==> src/rtl/wtc_pkg.sv <==
package wtc_pkg;
  typedef enum logic [1:0] {
    ST_IDLE = 2'd0,
    ST_REQ  = 2'd1,
    ST_WAIT = 2'd2
  } wtc_state_e;
endpackage

==> src/rtl/wtc_line_store.sv <==
module wtc_line_store #(
  parameter int IDX_W  = 3,
  parameter int TAG_W  = 7,
  parameter int DATA_W = 16
) (
  input  logic              clk,
  input  logic              rst_n,
  input  logic [IDX_W-1:0]  rd_idx,
  output logic              rd_valid,
  output logic [TAG_W-1:0]  rd_tag,
  output logic [DATA_W-1:0] rd_data,
  input  logic [IDX_W-1:0]  sn_idx,
  output logic              sn_valid,
  output logic [TAG_W-1:0]  sn_tag,
  input  logic              fill_en,
  input  logic [IDX_W-1:0]  fill_idx,
  input  logic [TAG_W-1:0]  fill_tag,
  input  logic [DATA_W-1:0] fill_data,
  input  logic              upd_en,
  input  logic [IDX_W-1:0]  upd_idx,
  input  logic [DATA_W-1:0] upd_data,
  input  logic              inval_en,
  input  logic [IDX_W-1:0]  inval_idx
);
  localparam int LINES = 1 << IDX_W;

  logic              valid_q [LINES];
  logic [TAG_W-1:0]  tag_q   [LINES];
  logic [DATA_W-1:0] data_q  [LINES];

  for (genvar i = 0; i < LINES; i++) begin : g_line
    localparam logic [IDX_W-1:0] LI = IDX_W'(i);
    logic fill_here, upd_here, kill_here, valid_d;

    always_comb begin
      fill_here = fill_en  && (fill_idx  == LI);
      upd_here  = upd_en   && (upd_idx   == LI);
      kill_here = inval_en && (inval_idx == LI);
      valid_d   = valid_q[i];
      if (fill_here) valid_d = 1'b1;
      if (kill_here) valid_d = 1'b0;
    end

    always_ff @(posedge clk or negedge rst_n) begin
      if (!rst_n) valid_q[i] <= 1'b0;
      else        valid_q[i] <= valid_d;
    end

    always_ff @(posedge clk) begin
      if (fill_here) tag_q[i] <= fill_tag;
    end

    always_ff @(posedge clk) begin
      if (fill_here)     data_q[i] <= fill_data;
      else if (upd_here) data_q[i] <= upd_data;
    end
  end

  assign rd_valid = valid_q[rd_idx];
  assign rd_tag   = tag_q[rd_idx];
  assign rd_data  = data_q[rd_idx];
  assign sn_valid = valid_q[sn_idx];
  assign sn_tag   = tag_q[sn_idx];

  // a fill leaves its line valid unless a kill hits the same line
  a_r3_fill_sets_valid: assert property (@(posedge clk) disable iff (!rst_n)
    fill_en && !(inval_en && inval_idx == fill_idx) |=> valid_q[$past(fill_idx)]);

  // an accepted snoop kill leaves the line invalid
  a_r7_kill_clears: assert property (@(posedge clk) disable iff (!rst_n)
    inval_en |=> !valid_q[$past(inval_idx)]);

  // a write-hit update keeps the line valid and holds the new word
  a_r6_update_keeps_line: assert property (@(posedge clk) disable iff (!rst_n)
    upd_en && valid_q[upd_idx] && !(inval_en && inval_idx == upd_idx)
    |=> valid_q[$past(upd_idx)] && data_q[$past(upd_idx)] == $past(upd_data));
endmodule

==> src/rtl/wtc_snoop_filter.sv <==
module wtc_snoop_filter #(
  parameter int ADDR_W = 10,
  parameter int IDX_W  = 3,
  parameter int NODE_W = 2,
  parameter logic [NODE_W-1:0] NODE_ID = 1
) (
  input  logic                clk,
  input  logic                rst_n,
  input  logic                snp_valid,
  input  logic                snp_we,
  input  logic [NODE_W-1:0]   snp_node,
  input  logic [ADDR_W-1:0]   snp_addr,
  output logic [IDX_W-1:0]    sn_idx,
  input  logic                sn_valid,
  input  logic [ADDR_W-IDX_W-1:0] sn_tag,
  output logic                inval_en,
  output logic [IDX_W-1:0]    inval_idx
);
  logic foreign_wr, tag_eq;

  always_comb begin
    sn_idx     = snp_addr[IDX_W-1:0];
    foreign_wr = snp_valid && snp_we && (snp_node != NODE_ID);
    tag_eq     = (sn_tag == snp_addr[ADDR_W-1:IDX_W]);
    inval_en   = foreign_wr && sn_valid && tag_eq;
    inval_idx  = sn_idx;
  end

  // the node's own transactions never kill a line
  a_r8_own_node_ignored: assert property (@(posedge clk) disable iff (!rst_n)
    snp_valid && snp_node == NODE_ID |-> !inval_en);

  // observed reads never kill a line
  a_r8_reads_ignored: assert property (@(posedge clk) disable iff (!rst_n)
    snp_valid && !snp_we |-> !inval_en);
endmodule

==> src/rtl/wtc_ctrl_fsm.sv <==
module wtc_ctrl_fsm
  import wtc_pkg::*;
#(
  parameter int ADDR_W = 10,
  parameter int IDX_W  = 3,
  parameter int DATA_W = 16
) (
  input  logic                    clk,
  input  logic                    rst_n,
  input  logic                    cpu_req_valid,
  output logic                    cpu_req_ready,
  input  logic                    cpu_req_we,
  input  logic [ADDR_W-1:0]       cpu_req_addr,
  input  logic [DATA_W-1:0]       cpu_req_wdata,
  output logic                    cpu_resp_valid,
  output logic [DATA_W-1:0]       cpu_resp_rdata,
  output logic                    bus_req,
  input  logic                    bus_gnt,
  output logic                    bus_we,
  output logic [ADDR_W-1:0]       bus_addr,
  output logic [DATA_W-1:0]       bus_wdata,
  input  logic                    mem_ack,
  input  logic [DATA_W-1:0]       mem_rdata,
  output logic [IDX_W-1:0]        lk_idx,
  input  logic                    lk_valid,
  input  logic [ADDR_W-IDX_W-1:0] lk_tag,
  input  logic [DATA_W-1:0]       lk_data,
  output logic                    fill_en,
  output logic [IDX_W-1:0]        fill_idx,
  output logic [ADDR_W-IDX_W-1:0] fill_tag,
  output logic [DATA_W-1:0]       fill_data,
  output logic                    upd_en,
  output logic [IDX_W-1:0]        upd_idx,
  output logic [DATA_W-1:0]       upd_data
);
  wtc_state_e state_q, state_d;
  logic              req_we_q;
  logic [ADDR_W-1:0] req_addr_q;
  logic [DATA_W-1:0] req_wdata_q;
  logic              resp_valid_q, resp_valid_d;
  logic [DATA_W-1:0] resp_data_q, resp_data_d;

  logic [ADDR_W-1:0] cur_addr;
  logic accept, hit, fast_hit, go_bus, done;

  always_comb begin
    cur_addr = (state_q == ST_IDLE) ? cpu_req_addr : req_addr_q;
    lk_idx   = cur_addr[IDX_W-1:0];
    hit      = lk_valid && (lk_tag == cur_addr[ADDR_W-1:IDX_W]);
    accept   = (state_q == ST_IDLE) && cpu_req_valid;
    fast_hit = accept && !cpu_req_we && hit;
    go_bus   = accept && !fast_hit;
    done     = (state_q == ST_WAIT) && mem_ack;

    state_d = state_q;
    unique case (state_q)
      ST_IDLE: if (go_bus)  state_d = ST_REQ;
      ST_REQ:  if (bus_gnt) state_d = ST_WAIT;
      ST_WAIT: if (mem_ack) state_d = ST_IDLE;
      default:              state_d = ST_IDLE;
    endcase

    fill_en   = done && !req_we_q;
    fill_idx  = req_addr_q[IDX_W-1:0];
    fill_tag  = req_addr_q[ADDR_W-1:IDX_W];
    fill_data = mem_rdata;
    upd_en    = done && req_we_q && hit;
    upd_idx   = req_addr_q[IDX_W-1:0];
    upd_data  = req_wdata_q;

    resp_valid_d = fast_hit || done;
    if (fast_hit)      resp_data_d = lk_data;
    else if (req_we_q) resp_data_d = req_wdata_q;
    else               resp_data_d = mem_rdata;
  end

  always_ff @(posedge clk or negedge rst_n) begin
    if (!rst_n) begin
      state_q      <= ST_IDLE;
      resp_valid_q <= 1'b0;
    end else begin
      state_q      <= state_d;
      resp_valid_q <= resp_valid_d;
    end
  end

  always_ff @(posedge clk) begin
    if (go_bus) begin
      req_we_q    <= cpu_req_we;
      req_addr_q  <= cpu_req_addr;
      req_wdata_q <= cpu_req_wdata;
    end
    if (resp_valid_d) resp_data_q <= resp_data_d;
  end

  assign cpu_req_ready  = (state_q == ST_IDLE);
  assign cpu_resp_valid = resp_valid_q;
  assign cpu_resp_rdata = resp_data_q;
  assign bus_req        = (state_q != ST_IDLE);
  assign bus_we         = req_we_q;
  assign bus_addr       = req_addr_q;
  assign bus_wdata      = req_wdata_q;

  // a read hit answers next cycle and leaves the bus alone
  a_r2_hit_is_local: assert property (@(posedge clk) disable iff (!rst_n)
    cpu_req_valid && cpu_req_ready && !cpu_req_we && hit |=> cpu_resp_valid && !bus_req);

  // a bus operation answers the cycle after the memory acknowledge
  a_r4_resp_after_ack: assert property (@(posedge clk) disable iff (!rst_n)
    bus_req && state_q == ST_WAIT && mem_ack |=> cpu_resp_valid && !bus_req);

  // the bus is held with a steady transaction until the acknowledge
  a_r9_bus_held: assert property (@(posedge clk) disable iff (!rst_n)
    bus_req && !(state_q == ST_WAIT && mem_ack)
    |=> bus_req && $stable(bus_addr) && $stable(bus_we) && $stable(bus_wdata));

  // nothing answers without a request having been taken
  a_r1_no_spurious_resp: assert property (@(posedge clk) disable iff (!rst_n)
    !cpu_req_valid && !bus_req |=> !cpu_resp_valid);
endmodule

==> src/rtl/wtc_snoop_cache.sv <==
module wtc_snoop_cache #(
  parameter int ADDR_W = 10,
  parameter int IDX_W  = 3,
  parameter int DATA_W = 16,
  parameter int NODE_W = 2,
  parameter logic [NODE_W-1:0] NODE_ID = 1
) (
  input  logic              clk,
  input  logic              rst_n,
  input  logic              cpu_req_valid,
  output logic              cpu_req_ready,
  input  logic              cpu_req_we,
  input  logic [ADDR_W-1:0] cpu_req_addr,
  input  logic [DATA_W-1:0] cpu_req_wdata,
  output logic              cpu_resp_valid,
  output logic [DATA_W-1:0] cpu_resp_rdata,
  output logic              bus_req,
  input  logic              bus_gnt,
  output logic              bus_we,
  output logic [ADDR_W-1:0] bus_addr,
  output logic [DATA_W-1:0] bus_wdata,
  input  logic              mem_ack,
  input  logic [DATA_W-1:0] mem_rdata,
  input  logic              snp_valid,
  input  logic              snp_we,
  input  logic [NODE_W-1:0] snp_node,
  input  logic [ADDR_W-1:0] snp_addr
);
  localparam int TAG_W = ADDR_W - IDX_W;

  logic [IDX_W-1:0]  lk_idx, sn_idx, fill_idx, upd_idx, inval_idx;
  logic              lk_valid, sn_valid, fill_en, upd_en, inval_en;
  logic [TAG_W-1:0]  lk_tag, sn_tag, fill_tag;
  logic [DATA_W-1:0] lk_data, fill_data, upd_data;

  wtc_ctrl_fsm #(.ADDR_W(ADDR_W), .IDX_W(IDX_W), .DATA_W(DATA_W)) u_ctrl (
    .clk(clk), .rst_n(rst_n),
    .cpu_req_valid(cpu_req_valid), .cpu_req_ready(cpu_req_ready),
    .cpu_req_we(cpu_req_we), .cpu_req_addr(cpu_req_addr),
    .cpu_req_wdata(cpu_req_wdata), .cpu_resp_valid(cpu_resp_valid),
    .cpu_resp_rdata(cpu_resp_rdata),
    .bus_req(bus_req), .bus_gnt(bus_gnt), .bus_we(bus_we),
    .bus_addr(bus_addr), .bus_wdata(bus_wdata),
    .mem_ack(mem_ack), .mem_rdata(mem_rdata),
    .lk_idx(lk_idx), .lk_valid(lk_valid), .lk_tag(lk_tag), .lk_data(lk_data),
    .fill_en(fill_en), .fill_idx(fill_idx), .fill_tag(fill_tag),
    .fill_data(fill_data),
    .upd_en(upd_en), .upd_idx(upd_idx), .upd_data(upd_data)
  );

  wtc_snoop_filter #(.ADDR_W(ADDR_W), .IDX_W(IDX_W), .NODE_W(NODE_W),
                     .NODE_ID(NODE_ID)) u_snoop (
    .clk(clk), .rst_n(rst_n),
    .snp_valid(snp_valid), .snp_we(snp_we), .snp_node(snp_node),
    .snp_addr(snp_addr),
    .sn_idx(sn_idx), .sn_valid(sn_valid), .sn_tag(sn_tag),
    .inval_en(inval_en), .inval_idx(inval_idx)
  );

  wtc_line_store #(.IDX_W(IDX_W), .TAG_W(TAG_W), .DATA_W(DATA_W)) u_store (
    .clk(clk), .rst_n(rst_n),
    .rd_idx(lk_idx), .rd_valid(lk_valid), .rd_tag(lk_tag), .rd_data(lk_data),
    .sn_idx(sn_idx), .sn_valid(sn_valid), .sn_tag(sn_tag),
    .fill_en(fill_en), .fill_idx(fill_idx), .fill_tag(fill_tag),
    .fill_data(fill_data),
    .upd_en(upd_en), .upd_idx(upd_idx), .upd_data(upd_data),
    .inval_en(inval_en), .inval_idx(inval_idx)
  );

  // a write never fills a line
  a_r5_write_no_alloc: assert property (@(posedge clk) disable iff (!rst_n)
    bus_req && bus_we |-> !fill_en);
endmodule

==> config.mk <==
export PLATFORM = sky130hd
export DESIGN_NAME = wtc_snoop_cache
export DESIGN_NICKNAME = d
export VERILOG_FILES = /design/src/rtl/wtc_pkg.sv /design/src/rtl/wtc_line_store.sv /design/src/rtl/wtc_snoop_filter.sv /design/src/rtl/wtc_ctrl_fsm.sv /design/src/rtl/wtc_snoop_cache.sv
export SDC_FILE = /design/constraint.sdc
export NUM_CORES = 1
export LEC_CHECK = 0
export BUFFER_PORTS_ARGS = -buffer_cell sky130_fd_sc_hd__clkbuf_2
export CORE_MARGIN = 5
export CORE_UTILIZATION = 25
export CTS_CLUSTER_DIAMETER = 60
export DETAILED_ROUTE_END_ITERATION = 16
export GPL_TIMING_DRIVEN = 1
export SYNTH_ARGS = -nofsm -noshare
export SYNTH_HDL_FRONTEND = slang
export SYNTH_SLANG_ARGS = --single-unit
==> constraint.sdc <==
create_clock -name clk -period 6.2 [get_ports clk]
set_input_delay 0.31 -clock clk [delete_from_list [all_inputs] [get_ports clk]]
set_output_delay 0.31 -clock clk [all_outputs]
set_load 0.01 [all_outputs]
======== Word-level counts from Yosys, hierarchy flattened ========
Memory sizes are Yosys's and may differ from the RTL's.
Index checks and enable logic that the tools add are counted.
storage, ports and cells
  register bits ........................... 54
  output and inout bits ................... 46
  RAM bits ................................ 184
  memories ................................ 2
  memory bits (read-only) ................. 0
  word-level logic and storage cells ...... 237
  input bits .............................. 62
  bits in latches ......................... 0
cells by class
  equal/unequal tests ..................... 22
  $mul .................................... 0
  bitwise operators ....................... 10
  shifts and indexed selects .............. 0
  $lt $le $gt $ge ......................... 2
  reduce and logical (&&, ||, !) cells .... 68
  mux-type cells .......................... 119
  add/sub/neg operators ................... 0
  div/mod/pow operators ................... 0
memory list
  memory          words  bits a word  rd ports  clocked after Yosys merged registers in  write ports  line                  RTL
  u_store.data_q  8      16           1         0                                        1            wtc_line_store.sv:29  logic [DATA_W-1:0] data_q [LINES];
  u_store.tag_q   8      7            2         0                                        1            wtc_line_store.sv:28  logic [TAG_W-1:0] tag_q [LINES];
operators with widths
  cell                  count
  $mux W16              17
  $reduce_or A16 Y1     7
  $mux W1               74
  $mux W7               7
  $reduce_or A7 Y1      7
  $mux W3               14
  $logic_and A1 B1 Y1   37
  $eq A3 B3 Y1 const B  8
  $reduce_bool A2 Y1    9
  $eq A7 B7 Y1          2
  $eq A3 B2 Y1 const B  4
  $mux W10              1
  $ge A4 B4 Y1 const B  2
  $not A3 Y4            2
  $or A1 B1 Y1          8
  $bmux W1 S3           2
  $eq A3 B1 Y1 const B  2
  $logic_not A3 Y1      2
  $mux W2               3
  $pmux W2 S3           1
  $ne A2 B1 Y1 const B  2
  $ne A2 B2 Y1 const B  2
  $logic_not A1 Y1      3
  $reduce_and A3 Y1     1
  4 further kinds       4

======== Depth between registers and ports, before layout ========
Gate-level depths: netlist of run 1.
  depth after elaboration ................. 21
  gate-level depth with buffers ........... 14
  depth with buffers taken out ............ 9

======== Modules after synthesis ========
A second synthesis of run 1 with hierarchy kept.
second synthesis, totals
  cells, all modules ...................... 693
  area, all modules ....................... 12,285.5 um^2
modules (own cells, without submodules)
  module            times used  seq. area each (um^2)  area an instance (um^2)  cells each
  wtc_line_store    1           5,725.5                9,658.0                  498
  wtc_ctrl_fsm      1           1,366.3                2,487.4                  177
  wtc_snoop_filter  1           0.0                    140.1                    18

======== Worst setup path after synthesis of run 1 ========
Ideal clock, no wire load.
  kind .................................... reg2reg
  start point ............................. register u_ctrl.state_q[0]
  end point ............................... register u_ctrl.req_addr_q[0] (netlist: u_ctrl.bus_addr[0]), enable pin
  data required time ...................... 5.789 ns
  library setup time ...................... 0.411 ns
  period minus slack after synthesis ...... 4.365 ns
  arrival time ............................ 3.954 ns
  path slack .............................. 1.835 ns
  path buffers ............................ 4
  stages on the path, launching flop included .. 13
  cells stage by stage .................... dfrtp_1 -> buf_2 -> or3b_1 -> clkbuf_1 -> nand2_2 -> mux4_2 -> o221ai_1 -> xor2_1 -> a211oi_4 -> and4_1 -> buf_4 -> buf_4 -> nor2_1
on the way
  cells in the longest elaborated chain, start to end .. 10
  elaborated cells on any way between the ends .. 14
  classes of those cells .................. 1 x eq/ne; 4 x mux; 1 x bitwise; 7 x reduce/logical; 1 x memory
RTL lines
  item                                                                   line                                    RTL
  start, declared                                                        wtc_ctrl_fsm.sv:36                      wtc_state_e state_q, state_d;
  start signal, assigned                                                 wtc_ctrl_fsm.sv:82                      state_q <= state_d;
  $logic_not A2 Y1 (*)                                                   wtc_ctrl_fsm.sv:47, wtc_ctrl_fsm.sv:50
  parallel branches: the longest is 8 deep, another holds $mem_v2 Z8 W7  --
  $logic_and A1 B1 Y1 (*)                                                wtc_ctrl_fsm.sv:52                      go_bus = accept && !fast_hit;
  net u_ctrl.go_bus                                                      wtc_ctrl_fsm.sv:44                      logic accept, hit, fast_hit, go_bus, done;
  end signal, assigned                                                   wtc_ctrl_fsm.sv:90                      req_addr_q <= cpu_req_addr;
  end, declared                                                          wtc_ctrl_fsm.sv:38                      logic [ADDR_W-1:0] req_addr_q;
Mark *: on every way through the listed nets, which the timed path passes. The select of a mux whose other input is x is not followed.
A chain may end at the register's enable or synchronous reset.

======== Final worst setup path of run 1 ========
  start point ............................. register u_ctrl.state_q[0]
  end point ............................... memory u_store.data_q[6][2], data pin
on the way
  cells in the longest elaborated chain, start to end .. 21
  elaborated cells on any way between the ends .. 97
  classes of those cells .................. 2 x eq/ne; 57 x mux; 8 x bitwise; 29 x reduce/logical; 1 x memory
RTL lines
  item                                                                    line
  parallel branches: the longest is 20 deep, another holds $mem_v2 Z8 W7  --
  $mux W16 (no line) (*)                                                  --
  end, declared                                                           wtc_line_store.sv:29
Mark *: on every way between the ends. The select of a mux whose other input is x is not followed.

==> results of run 1 <==
## kinds of logic (layout without fill, tap and decap cells)
kind of cell	after synthesis	after routing
and+or+nand+nor	300	300
DFF	238	238
muxes	199	199
AOI/OAI and AO/OA	111	111
buffers and inverters	68	215
xor gates and xnor gates	10	10
other	0	2
## Yosys cell counts (3+ instances only)
library cell	n	area [um2]
edfxtp_1	227	6820
nand2_1	151	567
mux2_2	131	1480
mux2i_1	50	500
nand3_1	39	195
clkbuf_1	31	116
and3_1	27	169
a31oi_1	24	150
mux4_2	17	383
a311oi_1	16	140
nor2_1	15	56.3
o21ai_0	13	65.1
nor3_1	12	60.1
buf_1	11	41.3
dfrtp_1	11	275
nand2b_1	11	68.8
a21oi_1	9	45.0
inv_1	9	33.8
buf_2	8	40.0
buf_4	8	60.1
nand4_2	8	100
o22a_1	7	61.3
xnor2_1	7	61.3
a2111oi_0	6	52.6
nor4_1	6	37.5
nor2b_1	4	25.0
o31ai_1	4	30.0
or4_1	4	30.0
a211oi_1	3	22.5
nand4_1	3	18.8
nor4b_1	3	26.3
o2111ai_1	3	26.3
o22ai_1	3	18.8
or2_2	3	18.8
or3b_2	3	26.3
xor2_1	3	26.3
## path summary, 6_finish.rpt
path / from / end / slack, ns / cells past startpoint
min: mem_ack / u_ctrl.state_q[1]$_DFFE_PN0P_ / 0.01 / 2
max reg2reg: u_ctrl.state_q[0]$_DFFE_PN0P_ / u_store.data_q[6][2]$_DFFE_PP_ / 1.28 / 8
max in group asynchronous: rst_n / u_ctrl.state_q[0]$_DFFE_PN0P_ / 5.74 / 2
min reg2reg: u_store.valid_q[6]$_DFFE_PN0P_ / u_store.valid_q[6]$_DFFE_PN0P_ / 0.54 / 1
max: u_ctrl.state_q[0]$_DFFE_PN0P_ / u_store.data_q[6][2]$_DFFE_PP_ / 1.28 / 8
min in group asynchronous: rst_n / u_store.valid_q[1]$_DFFE_PN0P_ / 0.21 / 2
## power by group
part           internal, W  leakage [nW]  switching [W]
clock              0.00113         0.506       0.000696
combinational     0.000631          2.54        0.00124
sequential         0.00190          2.18       0.000179
## per-stage QoR
stage / total power [W] / hold slack [ns]
2_1_floorplan: 0.00330 / 0.0144
3_3_place_gp: 0.00394 / 0.233
3_5_place_dp: 0.00396 / 0.243
4_1_cts: 0.00581 / 0.00422
5_1_grt: 0.00602 / 0.0315
6_report: 0.00578 / 0.0119
## worst max-delay path, stage by stage (launching register included)
cell       delay (ns)
dfrtp_1          0.57
o21ai_0          0.65
and2_2           0.69
a2111oi_0        0.16
or4_1            0.55
xor2_1           0.23
a211oi_4         0.50
nand4_2          0.76
mux2_2           0.54
## flip-flops by register name (all words and copies together), names as in the netlist
name                   cells
u_ctrl.cpu_resp_valid      1
u_store.data_q           128
u_ctrl.bus_we              1
u_ctrl.state_q             2
u_ctrl.bus_addr           10
u_store.tag_q             56
u_store.valid_q            8
u_ctrl.bus_wdata          16
u_ctrl.cpu_resp_rdata     16
## layer usage
metal  track usage [%]  routed length [um]  vias to the layer above
met5                 0                  13                        -
met4              4.73                1200                        2
met3              1.63                1910                       78
met2              22.2               17800                      295
met1              18.4               16300                     4284
li1                  -                   -                     3857
## area by class of cell
| class | count | area [um2] |
|---|---|---|
| Inverter | 10 | 37.5 |
| Sequential cell | 238 | 7090 |
| Tap cell | 615 | 769 |
| Timing Repair Buffer | 150 | 916 |
| Fill cell | 4783 | 33300 |
| Antenna cell | 2 | 5.00 |
| Clock buffer | 38 | 802 |
| Clock inverter | 17 | 235 |
| Multi-Input combinational cell | 620 | 4800 |
==> impl_metrics.ini, run 1 <==
[final_layout]
syn_to_final_growth_pct = 20.7
nets = 1112
layout-drive-gt1-share_pct = 32.5
finalNonFillerCells = 1690
utilization_pct = 30.6
mostFrequentLayoutCell = edfxtp_1
postLayoutCellArea_mm2 = 0.0147
final_cell_mix = 227 x edfxtp_1, 150 x nand2_1, 131 x mux2_2

[yosys]
postSynthAreaPerCell_um2 = 13.1
syn-cell-area_mm2 = 0.0121
synth_seq_area_share_pct = 58.4
synthesis.nets = 988
synth_xor_area_share_pct = 0.721
synth_top_family_by_area = multiplexers
synth_compound_area_share_pct = 6.71
synthFlopType = edfxtp_1
ys_ff_latch = 238
synth.area.mux_share_pct = 19.5
synth_cells = 926
async_reset_ff_share_pct = 4.62
synth-simple-area-share_pct = 12.3
synth-warning-count = 0
synth-adder-area-share_pct = 0
synth_edf_count = 227
synth.distinct_cells = 63

[cts]
clk_latency_ns = 0.55
hold_buffers = 22
cts.sinks = 238
cts_inserted_buffers = 30
postCtsSetupBuffers = 0
cts_resized = 0
cts_tree = yes
htreeDepth = 1
cts_buffer_depth = 3
root_buffer = clkbuf_16
clk_pin_slew_ns = 0.06

[global_routing]
grt_overflow = 0
antenna_found_initial = 3
grt.total_usage_pct = 13.5
grt_pass1_wl_mm = 55.6
grt_start_max_net_pins = 70
grt_pass1_vias = 8629

[sta]
rsz0062_at_grt = no
setup_viol = 0
fmax_mhz = 203
hold_violations = 0
fin_ws_ns = 1.28
relSlewSlack_pct = 13.9
slew_viol_final = 0
tightest_slew_ns = 1.29
finalCritPeriodShare_pct = 79.3
setup_tns_ns = 0
fin_skew_ns = 0.0132
fin_crit_ns = 4.92

[floorplanning]
ios = 108
die_h_um = 230
fp.dieArea_mm2 = 0.0531
rows = 80
fp.dieW_um = 230
core_area_mm2 = 0.0479
start_util_pct = 25.3

[critical_path]
start_kind = flip-flop
required_ns = 6.49
endpoint_kind = flip-flop
crit_arrival_ns = 5.21
crit_fanout = 28
crit_type = reg2reg

[job]
maxCapViolCount = 0

[placement]
gp_congestion = 0.879
post-place-ws_ns = 1.40
post-place-cells = 1610
dpl_cell_area_mm2 = 0.0134
port_buffers = 107
dp_hpwl_mm = 24.7

[route]
num_vias = 8516
first_pass_iters = 5
vias_per_cell = 5.04
drtIter0Drc = 870
drc_errors = 0
detail_route.wirelength_mm = 37.2
ant_nets = 0
routedWlPerCell_um = 22.0

[pwr]
power_density_mw_per_mm2 = 394
leakagePower_nw = 5.23
ir_drop_v = 0.000249

[outcome]
status = complete, no violations

[worst_hold_path]
hp-class = in2reg
No activity file was read; power rests on OpenSTA's default activity.
==> inputs of run 2 (changes only) <==
--- a/config.mk
+++ b/config.mk
@@ -5,6 +5,7 @@
 export SDC_FILE = /design/constraint.sdc
 export NUM_CORES = 1
 export LEC_CHECK = 0
+export ABC_AREA = 1
 export BUFFER_PORTS_ARGS = -buffer_cell sky130_fd_sc_hd__clkbuf_2
 export CORE_MARGIN = 5
 export CORE_UTILIZATION = 25
==> constraint.sdc (replaced) <==
create_clock -name clk -period 4.55 [get_ports clk]
set_input_delay 0.2275 -clock clk [delete_from_list [all_inputs] [get_ports clk]]
set_output_delay 0.2275 -clock clk [all_outputs]
set_load 0.01 [all_outputs]
==> run 2 against run 1 <==
Register-to-register slack worse by 0.47 ns. Fmax grew 31%. Flip-flop and latch count is the same. Clock skew down 0.0011 ns. Via count grew 17%. Power up 25%. Worst hold slack better by 0.042 ns. First-iteration DRC count up 50%. Design area shrank 4.3%. Clock-buffer cell count is 3 higher. Clock power increased by 17%. Critical path type unchanged. Highest routed layer is now met4.
==> impl_metrics.ini, run 2 <==
[critical_path]
r2r_cells = 14
crit_type = reg2reg
regToRegSetupSlack_ns = 0.81
rr_endpoint = u_store.data_q[3][9]$_DFFE_PP_
required_ns = 4.73
critPathLaunch = u_ctrl.state_q[1]$_DFFE_PN0P_
start_kind = flip-flop
crit_arrival_ns = 3.92
endpoint_kind = flip-flop
r2r_start = u_ctrl.state_q[1]$_DFFE_PN0P_
cp-endpoint = u_store.data_q[3][9]$_DFFE_PP_
crit_fanout = 90

[yosys]
syn-cell-area_mm2 = 0.0119
ys_ff_latch = 238
synth_compound_area_share_pct = 14.8
synth_most_common_cell = nand2_1
synth_seq_area_share_pct = 59.4
synth_top_area_cell = edfxtp_1
synth-warning-count = 0
synth_edf_count = 227
synthFlopType = edfxtp_1
synth-adder-area-share_pct = 0
async_reset_ff_share_pct = 4.62
synth.distinct_cells = 40
synth-simple-area-share_pct = 18.9
synth_xor_area_share_pct = 0
synthesis.nets = 1284
synth_cells = 1222
synth_top_area_share_pct = 57.1
postSynthAreaPerCell_um2 = 9.77
synth.area.mux_share_pct = 0.0838
yosys-top-cells-count = 300 x nand2_1, 227 x edfxtp_1, 125 x o21ai_1, 108 x o21ai_0, 94 x nor2_1
synth_area_leaders = edfxtp_1 57%, nand2_1 9.4%, o21ai_1 5.2%
synth_top_family_by_area = simple AND/OR/NAND/NOR gates

[cts]
cts_buffer_depth = 3
htreeDepth = 1
postCtsSetupBuffers = 0
clk_pin_slew_ns = 0.06
cts.sinks = 238
cts_inserted_buffers = 28
cts_resized = 0
clk_latency_ns = 0.56
cts_tree = yes
root_buffer = clkbuf_16

[sta]
fin_crit_ns = 3.74
relSlewSlack_pct = 22.6
slew_viol_final = 0
finalCritPeriodShare_pct = 82.2
fin_skew_ns = 0.0121
fin_ws_ns = 0.810
fmax_mhz = 267
setup_viol = 0
tightest_slew_ns = 1.16
rsz0062_at_grt = no
setup_tns_ns = 0
hold_violations = 0
holdWs_ns = 0.0540

[final_layout]
largest_reg_flops = 128
top_register = u_store.data_q
reg_top3 = u_store.data_q (128), u_store.tag_q (56)
diodes = 0
final_cell_mix = 300 x nand2_1, 227 x edfxtp_1, 123 x o21ai_1
nets = 1382
mostFrequentLayoutCell = nand2_1
fill_cells = 4945
layout-drive-gt1-share_pct = 15.0
syn_to_final_growth_pct = 17.5

[placement]
dp_hpwl_mm = 27.1
post-place-ws_ns = 0.844
port_buffers = 107
gp_congestion = 0.895

[route]
drtIter0Drc = 1306
drc_errors = 0
num_vias = 9954
ant_nets = 0
vias_per_cell = 5.09
first_pass_iters = 6
routedWlPerCell_um = 20.6
detail_route.wirelength_mm = 40.3

[global_routing]
grt_pass1_vias = 9487
grt_pass1_wl_mm = 59.1
grt_overflow = 0
grt.total_usage_pct = 14.7
grt_start_max_net_pins = 91
antenna_found_initial = 0

[pwr]
clkPwrFrac_pct = 29.7
p_sw_w = 0.00277
swShare_pct = 38.3
power.internal_w = 0.00446
ir_drop_v = 0.000326
leakagePower_nw = 5.39
combinationalPowerShare_pct = 33.3
seq_power_share_pct = 37.0
power_density_mw_per_mm2 = 516

[worst_hold_path]
hp-class = in2reg

[outcome]
status = complete, no violations

[floorplanning]
fp.dieW_um = 229
ios = 108
die_h_um = 229
rows = 80
fp.dieArea_mm2 = 0.0522
core_area_mm2 = 0.0474
start_util_pct = 25.2

[job]
maxCapViolCount = 0
run 2: changes by cell type after synthesis, sizes merged, moves of 27 or more:
cell and change:
o21ai +225, nand3 +47, mux2 -132, nand2 +155, inv +53, nor2 +82, mux2i -49, and3 -27
run 2: metal layers:
layer,vias to the layer above,wire (um),global-route usage (%)
li1,4505,-,-
met1,4764,16400,20.1
met2,584,18200,22.8
met3,101,4080,2.96
met4,0,1670,5.86
met5,-,0,0
run 2: critical path, cell delays in order, from the launching register on:
cell	delay (ns)
dfrtp_1	0.43
nor2_4	0.43
nand2_2	0.29
nand2_8	0.48
nand2_1	0.11
nand3_1	0.11
nand3_1	0.09
nand2_1	0.09
nand2_1	0.05
nand2_1	0.06
nand2_1	0.06
nor2_2	0.14
and2_4	0.31
nand3_4	0.09
nand2_1	0.60
run 2: kinds of logic after synthesis:
family | after synthesis
and+or+nand+nor | 514
AOI/OAI and AO/OA | 316
DFF | 238
buffers and inverters | 153
muxes | 1
run 2: cell type report:
cell class	instances	area [um2]	area share (%)
flip-flops and latches	238	7090	50.6
multi-input cells	831	4060	29.0
repair buffers	156	988	7.05
clock buffers	41	771	5.49
well taps	615	769	5.49
clock inverters	11	100	0.714
inverters	65	244	1.74
run 2: how the worst min path moves through the flow:
stage / startpoint / end / slack (ns) / cells after the start
2_1_floorplan: rst_n / u_ctrl.cpu_resp_valid$_DFF_PN0_ / -0.07 / 0
3_3_place_gp: rst_n / u_store.valid_q[4]$_DFFE_PN0P_ / 0.13 / 1
3_5_place_dp: rst_n / u_store.valid_q[4]$_DFFE_PN0P_ / 0.14 / 1
4_1_cts: mem_ack / u_ctrl.state_q[1]$_DFFE_PN0P_ / 0.05 / 4
5_1_grt: mem_ack / u_ctrl.state_q[1]$_DFFE_PN0P_ / 0.10 / 4
6_report: mem_ack / u_ctrl.state_q[1]$_DFFE_PN0P_ / 0.05 / 4
run 2: per-stage QoR:
stage | cell area (um2) | utilization, % | cells | total power (W)
3_3_place_gp | 12900 | 27.1 | 1876 | 0.00504
3_5_place_dp | 12900 | 27.1 | 1876 | 0.00506
5_1_grt | 14000 | 29.6 | 1957 | 0.00758
2_1_floorplan | 11900 | - | 1222 | 0.00423
4_1_cts | 14000 | 29.6 | 1957 | 0.00724
6_report | 14000 | 29.6 | 1957 | 0.00724
run 2: repair_timing:
item	4_1_cts	5_1_grt
hold endpoints to repair	39	0
setup endpoints to repair	0	0
hold buffers	29	0
run 2: power by group through the flow:
stage                     logic [W]  clock network [W]  registers [W]
after detailed placement    0.00234                  0        0.00272
after global placement      0.00232                  0        0.00272
after CTS                   0.00237            0.00219        0.00268
final                       0.00241            0.00215        0.00268
after floorplan             0.00152                  0        0.00271
after global routing        0.00262            0.00227        0.00270
==> inputs of run 3 (changes only) <==
==> constraint.sdc (replaced) <==
create_clock -name clk -period 3.19 [get_ports clk]
set_input_delay 0.1595 -clock clk [delete_from_list [all_inputs] [get_ports clk]]
set_output_delay 0.1595 -clock clk [all_outputs]
set_load 0.01 [all_outputs]
==> run 3 against run 2 <==
The run now ends with hold timing left. Flip-flop and latch count did not move. First-iteration DRC count fell by 30%. Sequential power is 42% higher. Setup slack worse by 0.56 ns. Clock power is 47% higher. Core utilization grew 1.2 points.
==> impl_metrics.ini, run 3 (same netlist as run 2, synthesis figures left out) <==
[global_routing]
grt_pass1_vias = 9488
antenna_found_initial = 0
grt_overflow = 0
grt.total_usage_pct = 13.2
grt_pass1_wl_mm = 55.3
grt_start_max_net_pins = 65

[cts]
clk_latency_ns = 0.57
cts.sinks = 238
cts_tree = yes
htreeDepth = 1
clk_pin_slew_ns = 0.06
cts_inserted_buffers = 28
cts_buffer_depth = 3
root_buffer = clkbuf_16

[worst_hold_path]
hp-class = in2reg

[critical_path]
required_ns = 3.50
crit_fanout = 10
start_kind = flip-flop
endpoint_kind = flip-flop
crit_type = reg2reg
crit_arrival_ns = 3.25

[route]
detail_route.wirelength_mm = 35.4
ant_nets = 0
vias_per_cell = 4.80
drtIter0Drc = 909
num_vias = 9565
first_pass_iters = 5
routedWlPerCell_um = 17.7
drc_errors = 0

[sta]
fmax_mhz = 340
holdWs_ns = -0.0105
setup_tns_ns = 0
hold_violations = 1
fin_skew_ns = 0.0265
slew_viol_final = 0
fin_crit_ns = 2.94
relSlewSlack_pct = 53.1
setup_viol = 0
finalCritPeriodShare_pct = 92.1
tightest_slew_ns = 0.704
rsz0062_at_grt = no

[final_layout]
top_register = u_store.data_q
nets = 1420
fill_cells = 4949
reg_top3 = u_store.data_q (128), u_store.tag_q (56)
syn_to_final_growth_pct = 22.1
finalNonFillerCells = 1994
mostFrequentLayoutCell = nand2_1
layout-drive-gt1-share_pct = 17.1
diodes = 0
final_cell_mix = 300 x nand2_1, 227 x edfxtp_1, 123 x o21ai_1
largest_reg_flops = 128

[floorplanning]
rows = 80
ios = 108
die_h_um = 229
core_area_mm2 = 0.0474
fp.dieArea_mm2 = 0.0522
start_util_pct = 25.2
fp.dieW_um = 229

[outcome]
status = complete, but fails checks
violations = hold timing

[pwr]
power_density_mw_per_mm2 = 705
leakagePower_nw = 5.66
ir_drop_v = 0.000665

[placement]
post-place-cells = 1904
gp_congestion = 0.892
port_buffers = 107
dp_hpwl_mm = 23.1

[job]
maxCapViolCount = 0
[run 3: cell count changes in the layout (fill, tap and decap cells not counted), moves of 2 or more]
cell,delta
buf_4,+16
clkbuf_1,-10
bufinv_16,+2
clkinv_1,+6
dlygate4sd3_1,+7
buf_12,+14
[run 3: final timing paths]
kind	slack (ns)	depth (start not counted)	start	to
max	0.25	13	u_ctrl.bus_addr[2]$_DFFE_PP_	u_ctrl.cpu_resp_rdata[15]$_DFFE_PP_
min	-0.01	4	mem_ack	u_ctrl.state_q[1]$_DFFE_PN0P_
max reg2reg	0.25	13	u_ctrl.bus_addr[2]$_DFFE_PP_	u_ctrl.cpu_resp_rdata[15]$_DFFE_PP_
min reg2reg	0.54	2	u_store.valid_q[0]$_DFFE_PN0P_	u_store.valid_q[0]$_DFFE_PN0P_
max in group asynchronous	2.90	2	rst_n	u_ctrl.state_q[1]$_DFFE_PN0P_
min in group asynchronous	0.03	2	rst_n	u_store.valid_q[1]$_DFFE_PN0P_
[run 3: routing by layer]
| layer | global-route usage [%] | vias up | share of wire, % |
|---|---|---|---|
| met1 | 18.4 | 4525 | 44 |
| met3 | 2.25 | 70 | 7.4 |
| met2 | 21.4 | 396 | 46 |
| met4 | 3.40 | 0 | 2.3 |
| met5 | 0 | - | 0 |
| li1 | - | 4574 | - |
[run 3: critical path, cell delays in order (launching register included)]
cell and delay (ns):
edfxtp_1 0.50, inv_1 0.19, o21ai_4 0.43, inv_2 0.20, nand3_1 0.14, nand3_1 0.08
nand2_1 0.09, nand2_1 0.06, nor2_2 0.14, nand3_1 0.16, buf_4 0.22, o211ai_1 0.08
o21ai_0 0.20, buf_4 0.19
[run 3: timing repair]
item,CTS,global route
gates resized for setup,0,4
endpoints found under the setup margin,0,223
buffers inserted,0,3
endpoints found under the hold margin,64,0
hold buffers,36,0
[run 3: final cells by class]
| class | instances | area, um2 | area share, % |
|---|---|---|---|
| well taps | 615 | 769 | 5.28 |
| repair buffers | 194 | 1470 | 10.1 |
| flip-flops and latches | 238 | 7090 | 48.7 |
| clock inverters | 21 | 215 | 1.48 |
| multi-input cells | 831 | 4080 | 28.0 |
| inverters | 65 | 244 | 1.67 |
| clock buffers | 30 | 708 | 4.86 |
[run 3: stage by stage]
step	instance area [um2]	setup WS (ns)	utilization [%]	total power [W]
floorplan	11900	0.314	-	0.00603
global placement	13300	0.224	27.9	0.00703
detailed placement	13300	0.135	27.9	0.00706
CTS	14500	0.121	30.6	0.0103
global route	14600	0.0330	30.7	0.0109
finish	14600	0.252	30.7	0.0103
[run 3: power breakdown]
part	internal (W)	switching, W
registers	0.00366	0.000147
logic	0.00106	0.00224
clock network	0.00186	0.00131
